<file path="src/rtl/pwm2_pkg.sv">
package pwm2_pkg;

  localparam int unsigned RATIO_W = 17;
  localparam logic [3:0]  PSC_DIRECT = 4'hF;

  typedef struct packed {
    logic       bypass;
    logic       pulse;
    logic       mode;
    logic       gate;
    logic       act;
    logic       en;
    logic [3:0] psc;
  } chan_cfg_t;

  localparam int unsigned CFG_W = $bits(chan_cfg_t);

  // clocks per count step; 0 marks an unused code
  function automatic logic [RATIO_W-1:0] psc_ratio(input logic [3:0] code);
    case (code)
      4'd0:    return RATIO_W'(120);
      4'd1:    return RATIO_W'(180);
      4'd2:    return RATIO_W'(240);
      4'd3:    return RATIO_W'(360);
      4'd4:    return RATIO_W'(480);
      4'd8:    return RATIO_W'(12000);
      4'd9:    return RATIO_W'(24000);
      4'd10:   return RATIO_W'(36000);
      4'd11:   return RATIO_W'(48000);
      4'd12:   return RATIO_W'(72000);
      4'd15:   return RATIO_W'(1);
      default: return '0;
    endcase
  endfunction

endpackage

</file>
<file path="src/rtl/pwm2_prescaler.sv">
module pwm2_prescaler
  import pwm2_pkg::*;
(
  input  logic       clk_i,
  input  logic       rst_ni,
  input  logic       run_i,
  input  logic [3:0] code_i,
  output logic       tick_o
);

  logic [RATIO_W-1:0] ratio;
  logic [RATIO_W-1:0] div_q;
  logic               direct;
  logic               valid;

  assign ratio  = psc_ratio(code_i);
  assign direct = (code_i == PSC_DIRECT);
  assign valid  = (ratio != '0);
  assign tick_o = run_i && (direct || (valid && (div_q >= ratio - 1'b1)));

  always_ff @(posedge clk_i or negedge rst_ni) begin
    if (!rst_ni)               div_q <= '0;
    else if (!run_i || direct) div_q <= '0;
    else if (!valid)           div_q <= div_q;
    else if (tick_o)           div_q <= '0;
    else                       div_q <= div_q + 1'b1;
  end

  // a divided tick is never followed at once by another unless bypass is chosen
  p_tick_gap_r3: assert property (@(posedge clk_i) disable iff (!rst_ni)
    (tick_o && !direct) ##1 !direct |-> !tick_o);

  p_direct_tick_r4: assert property (@(posedge clk_i) disable iff (!rst_ni)
    (run_i && direct) |=> (div_q == '0));

endmodule

</file>
<file path="src/rtl/pwm2_channel.sv">
module pwm2_channel
  import pwm2_pkg::*;
#(
  parameter int unsigned CNT_W = 16
) (
  input  logic               clk_i,
  input  logic               rst_ni,
  input  chan_cfg_t          cfg_i,
  input  logic               tick_i,
  input  logic               wr_i,
  input  logic [2*CNT_W-1:0] wdata_i,
  output logic               busy_o,
  output logic [CNT_W-1:0]   prd_o,
  output logic [CNT_W-1:0]   dty_o,
  output logic               pwm_o
);

  localparam int unsigned WORD_W = 2 * CNT_W;

  logic              run, wrap, load, hit;
  logic [CNT_W-1:0]  cnt_q, prd_q, dty_q;
  logic [WORD_W-1:0] sh_q;
  logic              busy_q;
  logic              unused_cfg;

  assign unused_cfg = ^{cfg_i.mode, cfg_i.pulse, cfg_i.bypass};

  assign run  = cfg_i.en & cfg_i.gate;
  assign wrap = tick_i && (cnt_q >= prd_q);
  assign load = busy_q && (!run || wrap);

  always_ff @(posedge clk_i or negedge rst_ni) begin
    if (!rst_ni)     cnt_q <= '0;
    else if (!run)   cnt_q <= '0;
    else if (tick_i) cnt_q <= wrap ? '0 : cnt_q + 1'b1;
  end

  always_ff @(posedge clk_i or negedge rst_ni) begin
    if (!rst_ni) begin
      sh_q   <= '0;
      busy_q <= 1'b0;
    end else if (wr_i && !busy_q) begin
      sh_q   <= wdata_i;
      busy_q <= 1'b1;
    end else if (load) begin
      busy_q <= 1'b0;
    end
  end

  always_ff @(posedge clk_i or negedge rst_ni) begin
    if (!rst_ni) begin
      prd_q <= '0;
      dty_q <= '0;
    end else if (load) begin
      prd_q <= sh_q[WORD_W-1:CNT_W];
      dty_q <= sh_q[CNT_W-1:0];
    end
  end

  assign hit    = run && (cnt_q < dty_q);
  assign pwm_o  = cfg_i.act ? hit : ~hit;
  assign busy_o = busy_q;
  assign prd_o  = prd_q;
  assign dty_o  = dty_q;

  p_cnt_bound_r6: assert property (@(posedge clk_i) disable iff (!rst_ni)
    run |-> (cnt_q <= prd_q));

  p_unused_hold_r5: assert property (@(posedge clk_i) disable iff (!rst_ni)
    (run && psc_ratio(cfg_i.psc) == '0) |=> $stable(cnt_q));

  p_stop_clear_r9: assert property (@(posedge clk_i) disable iff (!rst_ni)
    !run |=> (cnt_q == '0));

  p_busy_set_r10: assert property (@(posedge clk_i) disable iff (!rst_ni)
    (wr_i && !busy_q) |=> busy_q);

  p_live_hold_r10: assert property (@(posedge clk_i) disable iff (!rst_ni)
    (busy_q && run && !tick_i) |=> ($stable(prd_q) && $stable(dty_q) && busy_q));

  p_idle_load_r11: assert property (@(posedge clk_i) disable iff (!rst_ni)
    (busy_q && !run) |=> !busy_q);

  p_wr_blocked_r12: assert property (@(posedge clk_i) disable iff (!rst_ni)
    (wr_i && busy_q) |=> $stable(sh_q));

endmodule

</file>
<file path="src/rtl/pwm2_ctrl.sv">
module pwm2_ctrl
  import pwm2_pkg::*;
#(
  parameter int unsigned N_CH   = 2,
  parameter int unsigned ADDR_W = 4,
  parameter int unsigned CNT_W  = 16
) (
  input  logic              clk_i,
  input  logic              rst_ni,
  input  logic              bus_req_i,
  input  logic              bus_we_i,
  input  logic [ADDR_W-1:0] bus_addr_i,
  input  logic [31:0]       bus_wdata_i,
  output logic [31:0]       bus_rdata_o,
  output logic [N_CH-1:0]   pwm_o
);

  localparam int unsigned IDX_W     = ADDR_W - 2;
  localparam int unsigned STRIDE    = 15;
  localparam int unsigned BUSY_BASE = 28;

  chan_cfg_t [N_CH-1:0]            cfg_q;
  logic [N_CH-1:0]                 run, tick, busy, wr_prd;
  logic [N_CH-1:0][CNT_W-1:0]      prd, dty;
  logic [IDX_W-1:0]                idx;
  logic                            ctrl_wr, rd_en;
  logic                            unused_addr;

  assign idx         = bus_addr_i[ADDR_W-1:2];
  assign unused_addr = ^bus_addr_i[1:0];
  assign ctrl_wr     = bus_req_i && bus_we_i && (idx == '0);
  assign rd_en       = bus_req_i && !bus_we_i;

  always_ff @(posedge clk_i or negedge rst_ni) begin
    if (!rst_ni) begin
      cfg_q <= '0;
    end else if (ctrl_wr) begin
      for (int c = 0; c < N_CH; c++)
        cfg_q[c] <= chan_cfg_t'(bus_wdata_i[STRIDE*c +: CFG_W]);
    end
  end

  always_comb begin
    bus_rdata_o = '0;
    if (rd_en) begin
      if (idx == '0) begin
        for (int c = 0; c < N_CH; c++) begin
          bus_rdata_o[STRIDE*c +: CFG_W] = cfg_q[c];
          bus_rdata_o[BUSY_BASE + c]     = busy[c];
        end
      end else begin
        for (int c = 0; c < N_CH; c++)
          if (idx == IDX_W'(c + 1)) bus_rdata_o = {prd[c], dty[c]};
      end
    end
  end

  for (genvar c = 0; c < N_CH; c++) begin : g_ch
    assign run[c]    = cfg_q[c].en & cfg_q[c].gate;
    assign wr_prd[c] = bus_req_i && bus_we_i && (idx == IDX_W'(c + 1));

    pwm2_prescaler u_psc (
      .clk_i  (clk_i),
      .rst_ni (rst_ni),
      .run_i  (run[c]),
      .code_i (cfg_q[c].psc),
      .tick_o (tick[c])
    );

    pwm2_channel #(.CNT_W(CNT_W)) u_chan (
      .clk_i   (clk_i),
      .rst_ni  (rst_ni),
      .cfg_i   (cfg_q[c]),
      .tick_i  (tick[c]),
      .wr_i    (wr_prd[c]),
      .wdata_i (bus_wdata_i),
      .busy_o  (busy[c]),
      .prd_o   (prd[c]),
      .dty_o   (dty[c]),
      .pwm_o   (pwm_o[c])
    );
  end

  p_cfg_hold_r2: assert property (@(posedge clk_i) disable iff (!rst_ni)
    !ctrl_wr |=> $stable(cfg_q));

  p_cfg_take_r2: assert property (@(posedge clk_i) disable iff (!rst_ni)
    ctrl_wr |=> (cfg_q[0] == chan_cfg_t'($past(bus_wdata_i[CFG_W-1:0]))));

endmodule

</file>
<file path="config.mk">
export PLATFORM = sky130hd
export DESIGN_NAME = pwm2_ctrl
export DESIGN_NICKNAME = d
export VERILOG_FILES = /design/src/rtl/pwm2_pkg.sv /design/src/rtl/pwm2_prescaler.sv /design/src/rtl/pwm2_channel.sv /design/src/rtl/pwm2_ctrl.sv
export SDC_FILE = /design/constraint.sdc
export NUM_CORES = 1
export LEC_CHECK = 0
export BUFFER_PORTS_ARGS = -buffer_cell sky130_fd_sc_hd__buf_2
export CELL_PAD_IN_SITES_DETAIL_PLACEMENT = 1
export CELL_PAD_IN_SITES_GLOBAL_PLACEMENT = 1
export CORE_MARGIN = 2
export CORE_UTILIZATION = 45
export DETAILED_ROUTE_END_ITERATION = 6
export HOLD_SLACK_MARGIN = 0.15
export PLACE_DENSITY_LB_ADDON = 0.25
export RECOVER_POWER = 100
export SETUP_SLACK_MARGIN = 0.1
export SYNTH_ARGS = -nofsm -noshare
export SYNTH_HDL_FRONTEND = slang
export SYNTH_SLANG_ARGS = --single-unit
</file>
<file path="constraint.sdc">
create_clock -name clk_i -period 3.85 [get_ports clk_i]
set_clock_uncertainty 0.1 [all_clocks]
set_input_delay 0.77 -clock clk_i [delete_from_list [all_inputs] [get_ports clk_i]]
set_output_delay 0.77 -clock clk_i [all_outputs]
set_load 0.005 [all_outputs]
</file>
==> run_results.csv <==
group,metric,value,unit
clock_network,tritoncts,"done",
grt,grt-ovfl-total,0,
logic_synthesis,ys_ff_latch,216,
clock_network,cts_root_buffer,"clkbuf_16",
logic_synthesis,ys_async_sr_fraction,100.0,%
final_layout,multiInputGateArea,7433,µm²
clock_network,clock_path_buffers,3,
clock_network,clock-sinks,216,
job,max_cap_violations,2,
floorplan,start_util,45.58,%
logic_synthesis,netlist_area,13080,µm²
grt,grt_pass1_vias,10600,
grt,grt_max_degree,91,
logic_synthesis,synth_seq_area_share,41.32,%
placed_design,place_congestion,0.8634,
logic_synthesis,synth.area.top_cells,"dfrtp_1, ha_1, mux2_2",
power,ir_drop,0.0003052,V
sta,hold_violations,0,
logic_synthesis,synth.avg_cell_area,10.36,µm²
clock_network,numCtsBuffers,25,
setup_path,crit_path_top_delay_cell,"dfrtp_1",
sta,fin_crit,3.972,ns
final_layout,area_growth,21.14,%
placed_design,io_buffers,71,
power,p_total,9.069,mW
floorplan,core.rowCount,62,
sta,hold_slack,0.3991,ns
final_layout,drive_gt1_share,29.01,%
placed_design,place_ws,-0.1966,ns
placed_design,dp_hpwl,27110,µm
sta,max_freq,251.8,MHz
final_layout,diodes,0,
detailed_routing,via_per_inst,5.721,
detailed_routing,vias,10400,
setup_path,end_kind,"flip-flop",
setup_path,worstPathArrival,4.27,ns
sta,tightest_slew,1.788,ns
floorplan,die_w,174.5,µm
power,power_density,572.3,nW/µm²
setup_path,path_buf_inv,3,
status,violations,"max-capacitance violations, max-slew violations, negative setup slack",
grt,track_usage,24.89,%
sta,rsz0062_at_grt,"true",
sta,setup_slack,-0.1217,ns
clock_network,cts.clk_slew.worst_paths,0.07,ns
grt,grt_antenna_before_repair,0,
setup_path,cp.required,4.15,ns
setup_path,max_stage_delay,0.43,ns
final_layout,register_area,5409,µm²
logic_synthesis,ys_types,80,
clock_network,clock_latency,0.53,ns
floorplan,fp.dieArea,30450,µm²
floorplan,ioPinCount,74,
final_layout,nets,1569,
clock_network,htreeDepth,1,
setup_path,startpoint_type,"flip-flop",
detailed_routing,route.detailed.drc,0,
logic_synthesis,synth_edf_count,0,
detailed_routing,drt-total-wl,39780,µm
sta,tns,-3.269,ns
logic_synthesis,synth_top_cell_area_share,41.32,%
setup_path,cp_cell_sequence,"inv_2 -> ha_4 -> nand2b_4 -> a21oi_2 -> o21bai_4 -> nand2_2 -> o21ai_2 -> o21ai_2 -> a211oi_2 -> ha_1 -> and2_4 -> a221o_1 -> a211oi_2 -> o211ai_2 -> and2_4 -> nand3_4 -> buf_12 -> buf_12 -> mux2_4",
final_layout,fin_util,55.21,%
power,leakage,7.706,nW
grt,grt_pass1_wl,59910,µm
detailed_routing,routedWlPerCell,21.88,µm
setup_path,cp_top_family,"compound AO/OA/AOI/OAI gates",
logic_synthesis,yosys.area.top_type,"dfrtp_1",
sta,slew_viol_final,90,
sta,relSlewSlack,-19.22,%
hold_path,min-delay-path-class,"primary input to flip-flop",
sta,finalCritPeriodShare,103.2,%
logic_synthesis,syn_inst,1263,
logic_synthesis,synth_flop_cell,"dfrtp_1",
logic_synthesis,yosys_warnings,0,
setup_path,worst-setup-path-type,"flip-flop to flip-flop",
floorplan,coreArea,28700,µm²
sta,setup_viol,61,
setup_path,critPathMaxFanout,6,
floorplan,die_h,174.5,µm
detailed_routing,ant_nets,0,
detailed_routing,drt_iter0_markers,594,
final_layout,fill_cells,3119,
status,status,"finished with violations",
detailed_routing,firstDrtPassIters,5,
logic_synthesis,synth.net_count,1415,
==> cell families (layout without fill, tap and decap cells) <==
logic type	Yosys count	in the layout	synth area share (%)
adders and majority gates	112	112	10.71
muxes	165	165	14.84
xor gates and xnor gates	25	25	1.674
AOI/OAI and AO/OA	255	255	12.75
buffers and inverters	131	302	4.830
and+or+nand+nor	359	359	13.88
DFF	216	216	41.32
==> worst reg2reg max path, cell delays in order (launching register included) <==
cell and delay [ns]:
dfrtp_1 0.43, inv_2 0.10, ha_4 0.17, nand2b_4 0.15, a21oi_2 0.18, o21bai_4 0.16
nand2_2 0.08, o21ai_2 0.13, o21ai_2 0.08, a211oi_2 0.25, ha_1 0.30, and2_4 0.15
a221o_1 0.30, a211oi_2 0.24, o211ai_2 0.14, and2_4 0.19, nand3_4 0.10, buf_12 0.16
buf_12 0.14, mux2_4 0.31
==> repair_timing <==
item                       4_1_cts  5_1_grt
hold buffers                     1        0
gates cloned                     2        6
resized for setup               19      102
setup endpoints to repair       93      110
buffers inserted                11       23
pin swaps                       11       36
hold endpoints to repair        59        0
==> worst paths after layout <==
kind / startpoint / cells after the start / endpoint / slack, ns
max in group asynchronous: rst_ni / 3 / cfg_q[2] / 0.37
worst max register to register: cfg_q[11] / 19 / g_ch[1].u_chan.dty_o[13] / -0.12
worst min register to register: g_ch[0].u_chan.sh_q[14] / 1 / g_ch[0].u_chan.dty_o[14] / 0.40
worst min-delay path: bus_wdata_i[27] / 2 / g_ch[0].u_chan.sh_q[27] / 0.40
worst max-delay path: cfg_q[11] / 19 / g_ch[1].u_chan.dty_o[13] / -0.12
min in group asynchronous: rst_ni / 2 / g_ch[0].u_chan.dty_o[7] / 1.10
==> Yosys cell counts (all sizes together) (11+ instances only) <==
cell type	instances
a22o	13
xor2	11
o21ai	75
and3	13
nor2b	19
nand2	76
a22oi	11
xnor2	14
nand4	19
nand2b	23
buf	23
inv	80
ha	112
o31ai	13
a21o	26
nor2	116
nand3	31
nor3	15
dfrtp	216
clkbuf	28
mux2i	23
a21oi	63
mux2	142
==> report_power, final <==
group	internal, mW	switching, mW
combinational	1.63	1.58
clock	1.54	0.976
sequential	2.82	0.532
==> state kept, by name, summed over array words and instances (netlist names) <==
register and flops:
g_ch.u_chan.sh_q 64, g_ch.u_psc.div_q 34, g_ch.u_chan.cnt_q 32, g_ch.u_chan.dty_o 32, g_ch.u_chan.prd_o 32, cfg_q 20, g_ch.u_chan.busy_o 2
==> cell type report <==
cell class / instances / share of cell area [%]
tap: 384 / 3.032
clock inverter: 8 / 0.9237
clock buffer: 36 / 4.461
multi-input combinational: 916 / 46.91
sequential: 216 / 34.13
timing repair buffer: 178 / 8.653
inverter: 80 / 1.895
==> through the flow <==
step                std cells  cell area [µm²]
floorplan                1263            13090
global placement         1732            14180
detailed placement       1732            14180
CTS                      1790            15260
global route             1818            15850
finish                   1818            15850
==> placed cells by master (no fill, tap or decap), types with 20 or more instances in the layout <==
master,synthesis,layout
mux2i_1,23,23
buf_2,4,39
buf_4,5,65
clkbuf_2,0,25
dfrtp_1,216,213
nand2_1,75,72
ha_1,112,105
nor2_1,116,114
clkbuf_16,0,29
clkbuf_1,28,24
nand3_1,27,25
mux2_2,82,80
o21ai_0,68,60
nand2b_1,23,20
a21oi_1,62,59
mux2_4,30,62
a21o_1,26,26
inv_1,79,75
==> metal layers <==
metal | track usage, % | up-vias | part of all wire, %
li1 | - | 4829 | -
met4 | 5.313 | 0 | 1.8
met1 | 35.98 | 5296 | 47
met5 | 0 | - | 0
met3 | 3.084 | 54 | 4.1
met2 | 40.18 | 221 | 47
Power figures use the tool's default switching activity.
